`config.mk`:
```
export PLATFORM = sky130hd
export DESIGN_NAME = hpw_page_writer
export DESIGN_NICKNAME = d
export VERILOG_FILES = /design/src/rtl/hpw_pkg.sv /design/src/rtl/hpw_pacer.sv /design/src/rtl/hpw_addr_step.sv /design/src/rtl/hpw_poll_judge.sv /design/src/rtl/hpw_page_writer.sv
export SDC_FILE = /design/constraint.sdc
export NUM_CORES = 1
export LEC_CHECK = 0
export BUFFER_PORTS_ARGS = -buffer_cell sky130_fd_sc_hd__buf_4
export CAP_MARGIN = 5
export CORE_MARGIN = 4
export CORE_UTILIZATION = 51
export CTS_CLUSTER_DIAMETER = 80
export DETAILED_ROUTE_END_ITERATION = 7
export GPL_TIMING_DRIVEN = 0
export MAX_ROUTING_LAYER = met4
export PLACE_DENSITY_LB_ADDON = 0.25
export SKIP_LAST_GASP = 1
export SLEW_MARGIN = 20
export SYNTH_ARGS = -nofsm -noshare
export SYNTH_HDL_FRONTEND = slang
export SYNTH_SLANG_ARGS = --single-unit
```
`constraint.sdc`:
```
create_clock -name clk -period 3.6 [get_ports clk]
set_input_delay 0.72 -clock clk [delete_from_list [all_inputs] [get_ports clk]]
set_output_delay 0.72 -clock clk [all_outputs]
set_load 0.05 [all_outputs]
```
`src/rtl/hpw_pkg.sv`:
```
package hpw_pkg;

    localparam int DATA_W     = 8;
    localparam int MATCH_BIT  = 7;
    localparam int TOGGLE_BIT = 6;

    typedef enum logic [2:0] {
        S_IDLE,
        S_WAIT,
        S_SETUP,
        S_PULSE,
        S_HOLD,
        S_POLL_RD,
        S_POLL_GAP
    } hpw_state_e;

    function automatic int max_of(input int a, input int b);
        return (a > b) ? a : b;
    endfunction

endpackage

```
`src/rtl/hpw_pacer.sv`:
```
// Down counter used for phase lengths and the poll timeout.
module hpw_pacer #(
    parameter int W = 8
) (
    input  logic         clk,
    input  logic         rst_n,
    input  logic         load,
    input  logic [W-1:0] load_val,
    output logic         zero
);
    logic [W-1:0] cnt_d, cnt_q;

    always_comb begin
        cnt_d = cnt_q;
        if (load)
            cnt_d = load_val;
        else if (cnt_q != '0)
            cnt_d = cnt_q - 1'b1;
    end

    always_ff @(posedge clk or negedge rst_n) begin
        if (!rst_n) cnt_q <= '0;
        else        cnt_q <= cnt_d;
    end

    assign zero = (cnt_q == '0);

    // a loaded count only moves downward by one per cycle
    a_r10_pacer_steps: assert property (@(posedge clk) disable iff (!rst_n)
        !$past(load) && !$past(zero) |-> !zero || $past(cnt_q) == W'(1));

endmodule

```
`src/rtl/hpw_addr_step.sv`:
```
// Holds the write address and flags the last byte of a page.
module hpw_addr_step #(
    parameter int ADDR_W = 17,
    parameter int PAGE_W = 7
) (
    input  logic              clk,
    input  logic              rst_n,
    input  logic              load,
    input  logic [ADDR_W-1:0] load_addr,
    input  logic              advance,
    output logic [ADDR_W-1:0] addr,
    output logic              page_last
);
    logic [ADDR_W-1:0] addr_d, addr_q;

    always_comb begin
        addr_d = addr_q;
        if (load)
            addr_d = load_addr;
        else if (advance)
            addr_d = addr_q + 1'b1;
    end

    always_ff @(posedge clk or negedge rst_n) begin
        if (!rst_n) addr_q <= '0;
        else        addr_q <= addr_d;
    end

    assign addr      = addr_q;
    assign page_last = &addr_q[PAGE_W-1:0];

    // advancing moves to the next byte address
    a_r3_advance_by_one: assert property (@(posedge clk) disable iff (!rst_n)
        advance && !load |=> addr_q == $past(addr_q) + 1'b1);

endmodule

```
`src/rtl/hpw_poll_judge.sv`:
```
// Decides completion from a poll sample in either mode.
module hpw_poll_judge (
    input  logic clk,
    input  logic rst_n,
    input  logic clear,
    input  logic sample,
    input  logic mode,
    input  logic b7_now,
    input  logic b6_now,
    input  logic b7_expect,
    output logic hit
);
    logic prev6_d, prev6_q;
    logic have_d, have_q;

    always_comb begin
        prev6_d = prev6_q;
        have_d  = have_q;
        if (clear) begin
            have_d = 1'b0;
        end else if (sample) begin
            prev6_d = b6_now;
            have_d  = 1'b1;
        end
    end

    always_ff @(posedge clk or negedge rst_n) begin
        if (!rst_n) begin
            prev6_q <= 1'b0;
            have_q  <= 1'b0;
        end else begin
            prev6_q <= prev6_d;
            have_q  <= have_d;
        end
    end

    assign hit = mode ? (have_q && (b6_now == prev6_q)) : (b7_now == b7_expect);

    // toggle mode never reports completion from a first read
    a_r7_needs_two_reads: assert property (@(posedge clk) disable iff (!rst_n)
        mode && !have_q |-> !hit);

endmodule

```
`src/rtl/hpw_page_writer.sv`:
```
module hpw_page_writer
    import hpw_pkg::*;
#(
    parameter int ADDR_W    = 17,
    parameter int PAGE_W    = 7,
    parameter int CNT_W     = 9,
    parameter int SETUP_CYC = 2,
    parameter int PULSE_CYC = 3,
    parameter int HOLD_CYC  = 1,
    parameter int READ_CYC  = 2,
    parameter int GAP_LIM   = 16,
    parameter int TIMEOUT   = 2_500_000
) (
    input  logic              clk,
    input  logic              rst_n,
    input  logic              poll_mode,
    input  logic              cmd_valid,
    output logic              cmd_ready,
    input  logic [ADDR_W-1:0] cmd_addr,
    input  logic [CNT_W-1:0]  cmd_count,
    input  logic              dat_valid,
    output logic              dat_ready,
    input  logic [DATA_W-1:0] dat_byte,
    output logic              done,
    output logic              timeout_err,
    output logic              mem_ce_n,
    output logic              mem_oe_n,
    output logic              mem_we_n,
    output logic [ADDR_W-1:0] mem_addr,
    output logic [DATA_W-1:0] mem_dout,
    output logic              mem_drive,
    input  logic [DATA_W-1:0] mem_din
);
    localparam int PH_MAX = max_of(max_of(max_of(SETUP_CYC, PULSE_CYC),
                                          max_of(HOLD_CYC, READ_CYC)), GAP_LIM);
    localparam int PH_W   = $clog2(PH_MAX + 1);
    localparam int TO_W   = $clog2(TIMEOUT + 1);

    typedef struct packed {
        hpw_state_e        st;
        logic [CNT_W-1:0]  remain;
        logic [ADDR_W-1:0] last_addr;
        logic              last_b7;
        logic              open;
        logic              mode;
        logic              done;
        logic              err;
        logic [DATA_W-1:0] dout;
    } ctl_t;

    ctl_t d, q;

    logic            ph_load, ph_zero;
    logic [PH_W-1:0] ph_val;
    logic            to_load, to_zero;
    logic            jd_clear, jd_sample, hit;
    logic            at_load, at_adv, page_last;
    logic [ADDR_W-1:0] cur_addr;
    logic            unused_din;

    assign unused_din = ^mem_din[TOGGLE_BIT-1:0];

    hpw_pacer #(.W(PH_W)) u_phase (
        .clk(clk), .rst_n(rst_n), .load(ph_load), .load_val(ph_val), .zero(ph_zero)
    );

    hpw_pacer #(.W(TO_W)) u_timeout (
        .clk(clk), .rst_n(rst_n), .load(to_load), .load_val(TO_W'(TIMEOUT - 1)), .zero(to_zero)
    );

    hpw_addr_step #(.ADDR_W(ADDR_W), .PAGE_W(PAGE_W)) u_addr (
        .clk(clk), .rst_n(rst_n), .load(at_load), .load_addr(cmd_addr),
        .advance(at_adv), .addr(cur_addr), .page_last(page_last)
    );

    hpw_poll_judge u_judge (
        .clk(clk), .rst_n(rst_n), .clear(jd_clear), .sample(jd_sample), .mode(q.mode),
        .b7_now(mem_din[MATCH_BIT]), .b6_now(mem_din[TOGGLE_BIT]),
        .b7_expect(q.last_b7), .hit(hit)
    );

    always_comb begin
        d         = q;
        d.done    = 1'b0;
        d.err     = 1'b0;
        ph_load   = 1'b0;
        ph_val    = '0;
        to_load   = 1'b0;
        jd_clear  = 1'b0;
        jd_sample = 1'b0;
        at_load   = 1'b0;
        at_adv    = 1'b0;
        unique case (q.st)
            S_IDLE: begin
                if (cmd_valid) begin
                    at_load  = 1'b1;
                    d.remain = cmd_count;
                    d.mode   = poll_mode;
                    d.open   = 1'b0;
                    if (cmd_count == '0) d.done = 1'b1;
                    else                 d.st   = S_WAIT;
                end
            end
            S_WAIT: begin
                if (dat_valid) begin
                    d.dout  = dat_byte;
                    d.st    = S_SETUP;
                    ph_load = 1'b1;
                    ph_val  = PH_W'(SETUP_CYC - 1);
                end else if (q.open && ph_zero) begin
                    d.st     = S_POLL_RD;
                    ph_load  = 1'b1;
                    ph_val   = PH_W'(READ_CYC - 1);
                    to_load  = 1'b1;
                    jd_clear = 1'b1;
                end
            end
            S_SETUP: begin
                if (ph_zero) begin
                    d.st    = S_PULSE;
                    ph_load = 1'b1;
                    ph_val  = PH_W'(PULSE_CYC - 1);
                end
            end
            S_PULSE: begin
                if (ph_zero) begin
                    d.st    = S_HOLD;
                    ph_load = 1'b1;
                    ph_val  = PH_W'(HOLD_CYC - 1);
                end
            end
            S_HOLD: begin
                if (ph_zero) begin
                    d.last_addr = cur_addr;
                    d.last_b7   = q.dout[MATCH_BIT];
                    d.remain    = q.remain - 1'b1;
                    d.open      = 1'b1;
                    at_adv      = 1'b1;
                    ph_load     = 1'b1;
                    if (q.remain == CNT_W'(1) || page_last) begin
                        d.st     = S_POLL_RD;
                        ph_val   = PH_W'(READ_CYC - 1);
                        to_load  = 1'b1;
                        jd_clear = 1'b1;
                    end else begin
                        d.st   = S_WAIT;
                        ph_val = PH_W'(GAP_LIM - 1);
                    end
                end
            end
            S_POLL_RD: begin
                if (ph_zero && hit) begin
                    jd_sample = 1'b1;
                    d.open    = 1'b0;
                    if (q.remain == '0) begin
                        d.done = 1'b1;
                        d.st   = S_IDLE;
                    end else begin
                        d.st   = S_WAIT;
                    end
                end else if (to_zero) begin
                    d.err  = 1'b1;
                    d.open = 1'b0;
                    d.st   = S_IDLE;
                end else if (ph_zero) begin
                    jd_sample = 1'b1;
                    d.st      = S_POLL_GAP;
                    ph_load   = 1'b1;
                    ph_val    = '0;
                end
            end
            S_POLL_GAP: begin
                if (to_zero) begin
                    d.err  = 1'b1;
                    d.open = 1'b0;
                    d.st   = S_IDLE;
                end else if (ph_zero) begin
                    d.st    = S_POLL_RD;
                    ph_load = 1'b1;
                    ph_val  = PH_W'(READ_CYC - 1);
                end
            end
            default: d.st = S_IDLE;
        endcase
    end

    always_ff @(posedge clk or negedge rst_n) begin
        if (!rst_n) begin
            q    <= '0;
            q.st <= S_IDLE;
        end else begin
            q <= d;
        end
    end

    assign cmd_ready   = (q.st == S_IDLE);
    assign dat_ready   = (q.st == S_WAIT);
    assign done        = q.done;
    assign timeout_err = q.err;
    assign mem_we_n    = (q.st != S_PULSE);
    assign mem_oe_n    = (q.st != S_POLL_RD);
    assign mem_drive   = (q.st == S_SETUP) || (q.st == S_PULSE) || (q.st == S_HOLD);
    assign mem_ce_n    = !(mem_drive || (q.st == S_POLL_RD));
    assign mem_addr    = (q.st == S_POLL_RD || q.st == S_POLL_GAP) ? q.last_addr : cur_addr;
    assign mem_dout    = q.dout;

    // write enable only pulses inside a selected, output-disabled cycle
    a_r2_write_strobe_shape: assert property (@(posedge clk) disable iff (!rst_n)
        !mem_we_n |-> !mem_ce_n && mem_oe_n);

    // address and data frozen across the pulse
    a_r2_bus_stable_in_pulse: assert property (@(posedge clk) disable iff (!rst_n)
        !mem_we_n && $past(!mem_we_n) |-> $stable(mem_addr) && $stable(mem_dout));

    // a write inside an open burst stays on the burst's page
    a_r4_page_kept: assert property (@(posedge clk) disable iff (!rst_n)
        $fell(mem_we_n) && q.open |->
            mem_addr[ADDR_W-1:PAGE_W] == q.last_addr[ADDR_W-1:PAGE_W]);

    // reads leave the data bus to the memory and stop the stream
    a_r8_quiet_bus_when_reading: assert property (@(posedge clk) disable iff (!rst_n)
        !mem_oe_n |-> !mem_drive && !dat_ready && mem_we_n);

    // completion and error never coincide
    a_r9_done_err_exclusive: assert property (@(posedge clk) disable iff (!rst_n)
        !(done && timeout_err));

    // an error leaves the controller idle
    a_r10_err_back_to_idle: assert property (@(posedge clk) disable iff (!rst_n)
        timeout_err |-> cmd_ready);

    // only one side of the request interface is open at a time
    a_r11_one_side_ready: assert property (@(posedge clk) disable iff (!rst_n)
        !(cmd_ready && dat_ready));

endmodule

```
# After elaboration in Yosys (flattened, before gate mapping)
# Index checks and enable logic that the tools add are counted.
dict set report totals {
  word_cells 129
  ram_bits 0
  ff_bits 88
  memories 0
  latch_bits 0
  inputBits 47
  mem_bits_ro 0
}
dict set report op_classes {
  addsub 4
  n_bitwise 1
  order_cmp 0
  n_reduce_logical 31
  muxes 60
  mul 0
  n_div 0
  shifts 0
  n_eq_ne 19
}
# op count
set op_table {}
lappend op_table {{$mux W17} 3}
lappend op_table {{$mux W22} 2}
lappend op_table {{$mux W3} 12}
lappend op_table {{$mux W31} 1}
lappend op_table {{$mux W1} 28}
lappend op_table {{$logic_not A22 Y1} 1}
lappend op_table {{$reduce_bool A22 Y1} 1}
lappend op_table {{$sub A22 B1 Y22 const B} 1}
lappend op_table {{$pmux W3 S7} 1}
lappend op_table {{$pmux W5 S4} 1}
lappend op_table {{$logic_not A9 Y1} 2}
lappend op_table {{$pmux W9 S2} 1}
lappend op_table {{$add A17 B1 Y17 const B} 1}
lappend op_table {{$mux W5} 3}
lappend op_table {{$mux W12} 1}
lappend op_table {{$ne A2 B2 Y1 const B} 5}
lappend op_table {{$reduce_bool A2 Y1} 5}
lappend op_table {{$eq A3 B3 Y1 const B} 3}
lappend op_table {{$eq A9 B1 Y1 const B} 1}
lappend op_table {{$sub A9 B1 Y9 const B} 1}
lappend op_table {{$pmux W1 S4} 2}
lappend op_table {{$reduce_and A2 Y1} 4}
lappend op_table {{$reduce_and A8 Y1} 1}
lappend op_table {{$reduce_and A7 Y1} 1}
lappend op_table {{20 further kinds} 33}

# Depth between registers and ports, before layout
# Gate-level depths: netlist of the first run.
dict set report logic_depth {
  depth_word 8
  mapped_depth 9
}

# Hierarchy
# A second synthesis of the first run with hierarchy kept.
dict set report hier_totals {
  cells_unflattened 579
  area_unflattened_um2 5301.3
}
# mod seq_area_each_um2 instances area_each_um2 cells_per_inst
set by_module_without_submodules {}
lappend by_module_without_submodules {hpw_page_writer 1051.0 1 2516.2 274}
lappend by_module_without_submodules {{hpw_pacer (u_timeout)} 550.5 1 1362.6 150}
lappend by_module_without_submodules {hpw_addr_step 425.4 1 1029.7 118}
lappend by_module_without_submodules {{hpw_pacer (u_phase)} 125.1 1 279.0 27}
lappend by_module_without_submodules {hpw_poll_judge 50.0 1 113.9 10}

# Least setup slack after synthesis of the first run
# Ideal clock, no wire load.
dict set report synth_timing {
  path_type {flip-flop to output port}
  from {register q[40] (netlist bit)}
  to {output mem_addr[11]}
  t_required_ns 2.880
  setup_slack_ns 0.686
  arrival_time_ns 2.194
  path_buffers 2
  path_stages_with_launch 6
  cell_sequence {dfrtp_1 > buf_2 > nor2b_1 > o21a_1 > buf_2 > o21ai_0}
}
dict set report synth_via {
  elab_chain_cells 3
}
# element line_no
set synth_lines {}
lappend synth_lines {{from (decl)} hpw_page_writer.sv:51} ;# ctl_t d, q;
lappend synth_lines {{$eq A3 B3 Y1} hpw_page_writer.sv:204} ;# assign mem_addr = (q.st == S_POLL_RD || q.st == S_POLL_GAP) ? q.last_addr : cur_addr;
lappend synth_lines {{$logic_or A1 B1 Y1 (*)} hpw_page_writer.sv:204}
lappend synth_lines {{$mux W17 (*)} hpw_page_writer.sv:204}
lappend synth_lines {{to (decl)} hpw_page_writer.sv:29} ;# output logic [ADDR_W-1:0] mem_addr,
# Every way passes the cells marked *; elsewhere a longest branch is shown, timed or not.

# Final worst setup path of the first run
dict set report layout_timing {
  from {register q[40] (netlist bit)}
  to {output mem_addr[8]}
}
# The elaborated chain is that of the path after synthesis.

==> summary by stage, run 1 <==
Routing
The number of nets with antenna violations after detailed routing is 0. Using the TritonRoute via totals, the vias-per-cell ratio works out to 5.93. The total length of routed wires is about 13 mm. The first routing iteration left 322 violations. For this block, the via count after detailed routing is 4497. The pre-antenna-repair detailed-routing pass consisted of 5 iterations.

The wire length per cell after detailed routing is about 17 um. The DRC violations left is 0.

Clock network
TritonCTS built the clock tree. The clock latency on the worst-skew pair is 0.37 ns. The library cell used as clock root buffer is sky130_fd_sc_hd__clkbuf_8.

The number of levels in the clock H-tree is 3. The clock-pin slew on the worst setup and hold paths is 0.09 ns. The TritonCTS sink count is 88. The number of buffers created by CTS is 9. In this run, post-CTS hold repair placed 0 buffers. After clock tree synthesis, the repair step resized 0 gates.

The number of setup buffers added after CTS is 0. The deepest clock path buffer count is 2.

Timing
Setup repair after global routing left no endpoint under its margin. The worst slew margin relative to its limit is 0.459. The final total negative setup slack is 0 ns. Setup violations remaining at the end of the flow were counted as 0. The actual slew at the worst max-slew pin is 0.808 ns. Dividing the final minimum period by the clock period gives 0.889.

The final hold violation count was 0. Between clock sinks in the finished design, the worst skew comes to 0.0123 ns. Counting I/O delays and the setup requirement, the final critical path takes 3.20 ns. Static timing analysis puts the maximum clock frequency at 0.312 GHz. The final-report max-slew violation count is 0.

Die
The standard cell core area is 0.00937 mm^2. Measured along the x axis, the die boundary spans roughly 110 um. Pin placement for this block handled 80 I/O pins.

The area enclosed by the die boundary is around 0.011 mm^2. The floorplan has 35 rows. The overall die height is 107 um. For this configuration, the core starts out at a cell density of 0.534.

Finish
The number of diodes is 0. For this run, the share of the core covered by cells in the final layout is 0.634. The sequential cells in the finished layout cover a total of roughly 0.0022 mm^2. The finished cells cover 0.00594 mm^2. The number of fill cells is about 840. Summing all multi-input logic gate instances after layout gives 0.00256 mm^2. The fraction of layout instances using a drive strength above 1 is 0.243. Relative to the synthesized area, the layout overhead comes to 18.9%. At the end of the flow, the number of nets in the layout was 679.

Setup path
The reg-to-reg setup timing slack is 1.04 ns. The largest delay contributor family on the critical path is buffers and inverters. The worst stage delay on the critical path is roughly 0.45 ns.

The required time reported for the critical path endpoint is 2.88 ns. In this design, the critical path's most frequently occurring cell is sky130_fd_sc_hd__buf_2. The worst setup path is of the register to output pin kind. The maximum fanout encountered on the critical timing path is 10. The worst reg-to-reg path cell count is 7. STA classifies the critical path endpoint as an output pin. Together, buffers and inverters on the worst path number 3.

In this run the critical register-to-register path is captured at q[35]. In this run the critical register-to-register path is launched from u_phase.cnt_q[0]. The signal on the critical path passes through buf_2 -> nor2b_1 -> o21a_1 -> buf_2 -> mux2_2 -> buf_4. The slowest stage of the critical path is the sky130_fd_sc_hd__dfrtp_1 cell. The worst setup path is launched from a register. The data arrival time of the critical path is 2.48 ns.

Pwr
The combinational fraction of design power is 0.521. The worst voltage drop across the vdd grid is 0.594 mV. The fraction of power spent switching nets is 0.473. The switching component of the power is 2.39 mW. The portion of total power attributed to sequential cells is 0.334. Of the total power, the clock network draws 0.145. Cell internal power was estimated by the tool at 2.67 mW. In this run the power density over the cells is between 800 and 900 mW/mm^2. The static leakage power is between 2 and 3 nW.

Global route
The initial antenna violation count came to 0. The total grt overflow is 0. The via count of the first global-routing pass came to 4367.

The pin count of the biggest net entering global routing is 46. In the global route stage, overall resource usage came out at 0.240. The first global-routing pass estimated 21.6 mm of wire.

Place
Routability-driven placement finished with a final weighted congestion of 0.927. The estimated wirelength of the detail-placed design is 9.35 mm. The placement-stage cell area is 0.00574 mm^2. The number of input and output port buffers inserted is 73.

Synth
The cell count after synthesis came out at roughly 540. By count the netlist is led by sky130_fd_sc_hd__nand2_1 (103), sky130_fd_sc_hd__dfrtp_1 (88), sky130_fd_sc_hd__nor2_1 (45), sky130_fd_sc_hd__o21ai_0 (26), sky130_fd_sc_hd__mux2_2 (24). By area the synthesized netlist is led by sky130_fd_sc_hd__dfrtp_1 (44%), sky130_fd_sc_hd__nand2_1 (7.7%), sky130_fd_sc_hd__mux2_2 (5.4%). The number of flip-flops and latches in the synthesized netlist is 88.

The number of nets in the synthesized netlist is a little under 600. The library cell occupying the most area in the post-synthesis netlist is sky130_fd_sc_hd__dfrtp_1. The proportion of register bits with asynchronous set or reset after synthesis is 1.00.

After synthesis, the mean cell area works out to between 9 and 10 um^2. The share of synthesized area in the top cell type comes to 0.440. For this run, the register share of the synthesized area comes to 0.440. After synthesis, the netlist uses 70 different library cells. In the post-synthesis netlist, the cell with the most instances is sky130_fd_sc_hd__nand2_1. In this run, synthesis inferred 0 flip-flops with an integrated enable. The number of warning messages in the yosys log is 0. The netlist area before placement is 0.00500 mm^2. The most used flip-flop cell after synthesis is sky130_fd_sc_hd__dfrtp_1.

Worst hold path
The worst hold-check path type is input pin to asynchronous set/reset pin.

Job
The tool flagged a number of max-cap violations equal to 0.

Outcome
The run finished with clean final reports.
## worst max-delay path by stage
stage	slack, ns	depth (start not counted)	start	end
4_1_cts	0.41	6	q[40]	mem_addr[5]
5_1_grt	0.28	6	q[40]	mem_addr[8]
2_1_floorplan	0.69	5	q[40]	mem_addr[11]
6_report	0.40	6	q[40]	mem_addr[8]
3_3_place_gp	0.87	6	q[40]	mem_addr[4]
3_5_place_dp	0.82	6	q[40]	mem_addr[5]
## power groups by stage
stage,clock network [mW],registers (mW),logic [mW]
after CTS,0.743,1.68,2.64
after floorplan,0,1.60,1.98
after detailed placement,0,1.70,2.62
final,0.733,1.69,2.64
after global routing,0.788,1.75,2.83
after global placement,0,1.67,2.57
## kinds of logic after synthesis
group           after synthesis  synth area share
xor+xnor                     25            0.0438
compound gates              102             0.144
simple gates                245             0.246
mux                          26            0.0583
flops                        88             0.440
buf+inv                      45            0.0473
fa+ha+maj                     8            0.0200
## flip-flops by register name, summed over array words and instances (netlist names)
name,cells
u_phase.cnt_q,5
u_judge.have_q,1
u_addr.addr,17
u_timeout.cnt_q,22
q,32
done,1
timeout_err,1
u_judge.prev6_q,1
mem_dout,8
## cell type report
class	count	share of cell area
sequential	88	0.370
clock inverter	5	0.0109
clock buffer	11	0.0238
buffer	33	0.0322
multi-input combinational	406	0.431
tap	129	0.0272
timing repair buffer	74	0.0968
inverter	12	0.00758
## layer usage
metal,routed length (um),up-vias,GRT usage
li1,-,2095,-
met1,5900,2191,0.342
met2,6080,184,0.357
met3,851,27,0.0283
met4,274,0,0.0831
met5,0,-,-
## per-stage QoR
stage          cells  total power, mW  hold slack, ns  worst slack, ns
2_1_floorplan    539             3.58           0.424            0.686
3_3_place_gp     741             4.24           0.451            0.866
3_5_place_dp     742             4.32           0.463            0.823
4_1_cts          758             5.06           0.380            0.409
5_1_grt          758             5.37           0.384            0.277
6_report         758             5.06           0.358            0.399
## cells in the final DEF (no fill, tap or decap), types with 9 or more instances in the layout
cell                       Yosys  final
sky130_fd_sc_hd__xor2_1       15     15
sky130_fd_sc_hd__a21oi_1      13     13
sky130_fd_sc_hd__xnor2_1      10     10
sky130_fd_sc_hd__nand4_1      11     11
sky130_fd_sc_hd__clkbuf_8      0     10
sky130_fd_sc_hd__buf_2         9      9
sky130_fd_sc_hd__o21ai_0      26     26
sky130_fd_sc_hd__mux2_2       24     24
sky130_fd_sc_hd__nor2_1       45     45
sky130_fd_sc_hd__o211ai_1     11     11
sky130_fd_sc_hd__inv_1        12     12
sky130_fd_sc_hd__nand3_1      18     18
sky130_fd_sc_hd__nor4_1        9      9
sky130_fd_sc_hd__buf_4        12     85
sky130_fd_sc_hd__nand2_1     103    103
sky130_fd_sc_hd__dfrtp_1      88     88
sky130_fd_sc_hd__clkbuf_1      9     10
## worst register-to-register path, delay by kind of cell, from the launching register on
| family | cells | cell delay (ns) |
|---|---|---|
| compound gates | 1 | 0.29 |
| simple gates | 4 | 1.47 |
| buf+inv | 1 | 0.10 |
| fa+ha+maj | 1 | 0.16 |
| flops | 1 | 0.43 |
(Power assumes the default switching activity.)
==> inputs of run 2 (changes only) <==
- CORE_MARGIN: 4 -> 2
==> run 2 against run 1 <==
  * Core utilization fell by 1.8 points
  * Design area is essentially flat
  * Non-clock buffer count fell by 1
  * Sequential power hardly changed
  * Total power up 0.65%
  * Largest cell class unchanged
  * Critical endpoint is now mem_addr[4]
  * Register-to-register slack improved by 0.04 ns
  * Worst setup slack gained 0.051 ns
==> summary by stage, run 2 (synthesized netlist as in run 1, its figures left out) <==
Routing
The vias after detailed routing came to 4382 (-2.6%). The via density per instance is 5.77 (-2.7%). The number of iterations in the first detailed-routing pass is 6 (+1). The detailed router's first-iteration violation count was 244 (-24%). The number of nets with antenna violations after detailed routing came to 0 (unchanged). The wire length per cell after detailed routing is 16.6 um (-4.0%). The DRC violations left is 0 (unchanged). The total length of routed wires is 12.6 mm (-3.9%).

Clock network
The number of gates resized after CTS is 0 (unchanged). The TritonCTS sink count is 88 (unchanged). TritonCTS built the clock tree. The number of levels in the clock H-tree was 3 (unchanged).

The clock latency on the worst-skew pair is 0.36 ns (about the same). The number of hold-repair buffers added at the cts stage is 0 (unchanged). The number of setup buffers added after CTS is 0 (unchanged). The number of buffers created by CTS was 9 (unchanged). The root buffer cell chosen for the clock tree is sky130_fd_sc_hd__clkbuf_8. The clock-pin slew on the worst setup and hold paths came to 0.08 ns (about the same).

The deepest clock path buffer count is 2 (unchanged).

Setup path
The cell repeated most along the worst path is sky130_fd_sc_hd__buf_2. The critical path class is register to output pin. The required time reported for the critical path endpoint is 2.88 ns (about the same). The worst register-to-register path begins at u_phase.cnt_q[0]. The maximum fanout encountered on the critical timing path is 10 (unchanged). The worst reg-to-reg path cell count came to 7 (unchanged). The data arrival time of the critical path is 2.43 ns (-0.05 ns). The reg-to-reg endpoint is q[31]. STA classifies the critical path endpoint as an output pin.

STA classifies the critical path startpoint as a register. Walking the worst path, the cells encountered are buf_2 -> nor2b_1 -> o21a_1 -> buf_2 -> mux2_2 -> buf_4. The reg-to-reg setup timing slack was 1.08 ns (+0.04 ns). The worst stage delay on the critical path is 0.43 ns (-0.02 ns). The largest individual stage delay along the critical path comes from the cell sky130_fd_sc_hd__dfrtp_1.

Timing
The timing-limited maximum frequency was 0.318 GHz (+1.6%). Setup repair after global routing left no endpoint under its margin. The final critical path time including I/O delays and setup is 3.15 ns (-0.0514 ns).

The worst slew margin relative to its limit is 0.459 (-0.000675). The total setup violations reported at the end of the flow is 0 (unchanged). The final hold violation count is 0 (unchanged). The portion of the clock cycle consumed by the worst path in the final layout is 0.875 (-0.0143). The actual slew at the worst max-slew pin is 0.812 ns (+0.00400 ns). The final total negative setup slack is 0 ns (unchanged). The worst-case clock skew is 0.0123 ns (-0.00000970 ns).

The final-report max-slew violation count is 0 (unchanged).

Die
The starting density of the core is 0.519 (-0.0148). The I/O pin total is 80 (unchanged). The total number of placement rows is 36 (+2.9%). The die width was 103 um (-3.7%).

The area enclosed by the die boundary is 0.0106 mm^2 (-7.3%). The standard cell core area was 0.00964 mm^2 (+2.9%). The overall die height came to 103 um (-3.7%).

Pwr
The worst voltage drop across the vdd grid is 0.688 mV (+16%). The static leakage power is 2.66 nW (+0.12%). The power density over cell area was 858 mW/mm^2 (+0.69%). The overall power consumption is 5.10 mW (+0.65%).

Global route
The most used routing layer in global routing is met2. The global-route wire length before repair came to 20.3 mm (-6.0%). The initial antenna violation count is 0 (unchanged). The total grt overflow came to 0 (unchanged).

The met1 track demand over resource in global routing was 0.357 (+0.0148). The global-route track usage on met3 is 0.0298 (+0.00153). The routing usage on met2 is 0.376 (+0.0191).

The via count of the first global-routing pass is 4043 (-7.4%). The total routing resource utilization after global routing came to 0.254 (+0.0134). The pin count of the biggest net entering global routing is 89 (+93%).

Finish
Leaving out fill and tap cells, the most frequent cells in the layout are sky130_fd_sc_hd__nand2_1 (103), sky130_fd_sc_hd__dfrtp_1 (88), sky130_fd_sc_hd__buf_4 (84). Counting flops per register, the top entry is q. The flip-flop count of the largest register after layout is 32 (unchanged). The final-stage net count is 678 (-0.15%). The fraction of layout instances using a drive strength above 1 was 0.240 (-0.00363).

The leading cell type in the layout, fill and taps excluded is sky130_fd_sc_hd__nand2_1. The synthesis-to-finish area growth is 18.8% (about the same). The number of diodes is 0 (unchanged).

The post-layout utilization of the core came to 0.616 (-0.0179).

Job
The max capacitance violation total is 0 (unchanged).

Place
The estimated wirelength of the detail-placed design came to 8.94 mm (-4.4%). The number of input and output port buffers inserted is 73 (unchanged). The global placement routability congestion came to 0.902 (-2.6%).

Outcome
The flow ran to the end, and the final reports show no timing, DRC or antenna violations.

Worst hold path
The worst hold path belongs to the class input pin to asynchronous set/reset pin.
[run 2: cell types whose count changed in the layout (fill, tap and decap cells not counted)]
cell and change:
sky130_fd_sc_hd__buf_6 +1, sky130_fd_sc_hd__bufinv_16 +2, sky130_fd_sc_hd__buf_4 -1, sky130_fd_sc_hd__buf_16 -1, sky130_fd_sc_hd__clkinv_2 +1, sky130_fd_sc_hd__clkbuf_8 -1, sky130_fd_sc_hd__inv_8 -1, sky130_fd_sc_hd__clkinv_4 -1
sky130_fd_sc_hd__clkinvlp_4 -2
[run 2: power breakdown]
part           total (mW)  internal [mW]  switching [mW]
sequential           1.68           1.33           0.358
clock               0.798          0.453           0.345
combinational        2.61          0.994            1.62
[run 2: stage by stage]
| step | instance area, um^2 | hold slack [ns] | setup slack, ns | std cells |
|---|---|---|---|---|
| finish | 5940 | 0.421 | 0.450 | 759 |
| global route | 5940 | 0.498 | 0.304 | 759 |
| CTS | 5940 | 0.464 | 0.439 | 759 |
| detailed placement | 5720 | 0.462 | 0.844 | 745 |
| global placement | 5720 | 0.452 | 0.839 | 745 |
| floorplan | 5000 | 0.424 | 0.686 | 539 |
[run 2: worst max-delay path by stage]
stage          slack [ns]   from            to  depth (start not counted)
6_report             0.45  q[40]   mem_addr[4]                          6
5_1_grt              0.30  q[40]   mem_addr[7]                          6
4_1_cts              0.44  q[40]   mem_addr[8]                          6
3_5_place_dp         0.84  q[40]   mem_addr[8]                          6
3_3_place_gp         0.84  q[40]   mem_addr[4]                          6
2_1_floorplan        0.69  q[40]  mem_addr[11]                          5
[run 2: final cells by class]
| cell class | instances | area [um^2] |
|---|---|---|
| Buffer | 33 | 191 |
| Clock buffer | 10 | 128 |
| Clock inverter | 4 | 95.1 |
| Fill cell | 845 | 3700 |
| Inverter | 12 | 45.0 |
| Multi-Input combinational cell | 406 | 2560 |
| Sequential cell | 88 | 2200 |
| Tap cell | 133 | 166 |
| Timing Repair Buffer | 73 | 552 |
[run 2: metal layers]
layer / up-vias / part of all wire
met5: - / 0
met4: 0 / 0.020
met3: 22 / 0.058
met2: 157 / 0.47
met1: 2110 / 0.45
li1: 2093 / -
[run 2: worst max-delay path, delay by kind of cell (launching register included)]
kind                   cells  cell delay (ns)
buffers and inverters      3             0.74
DFF                        1             0.43
muxes                      1             0.39
AOI/OAI and AO/OA          1             0.22
and+or+nand+nor            1             0.29
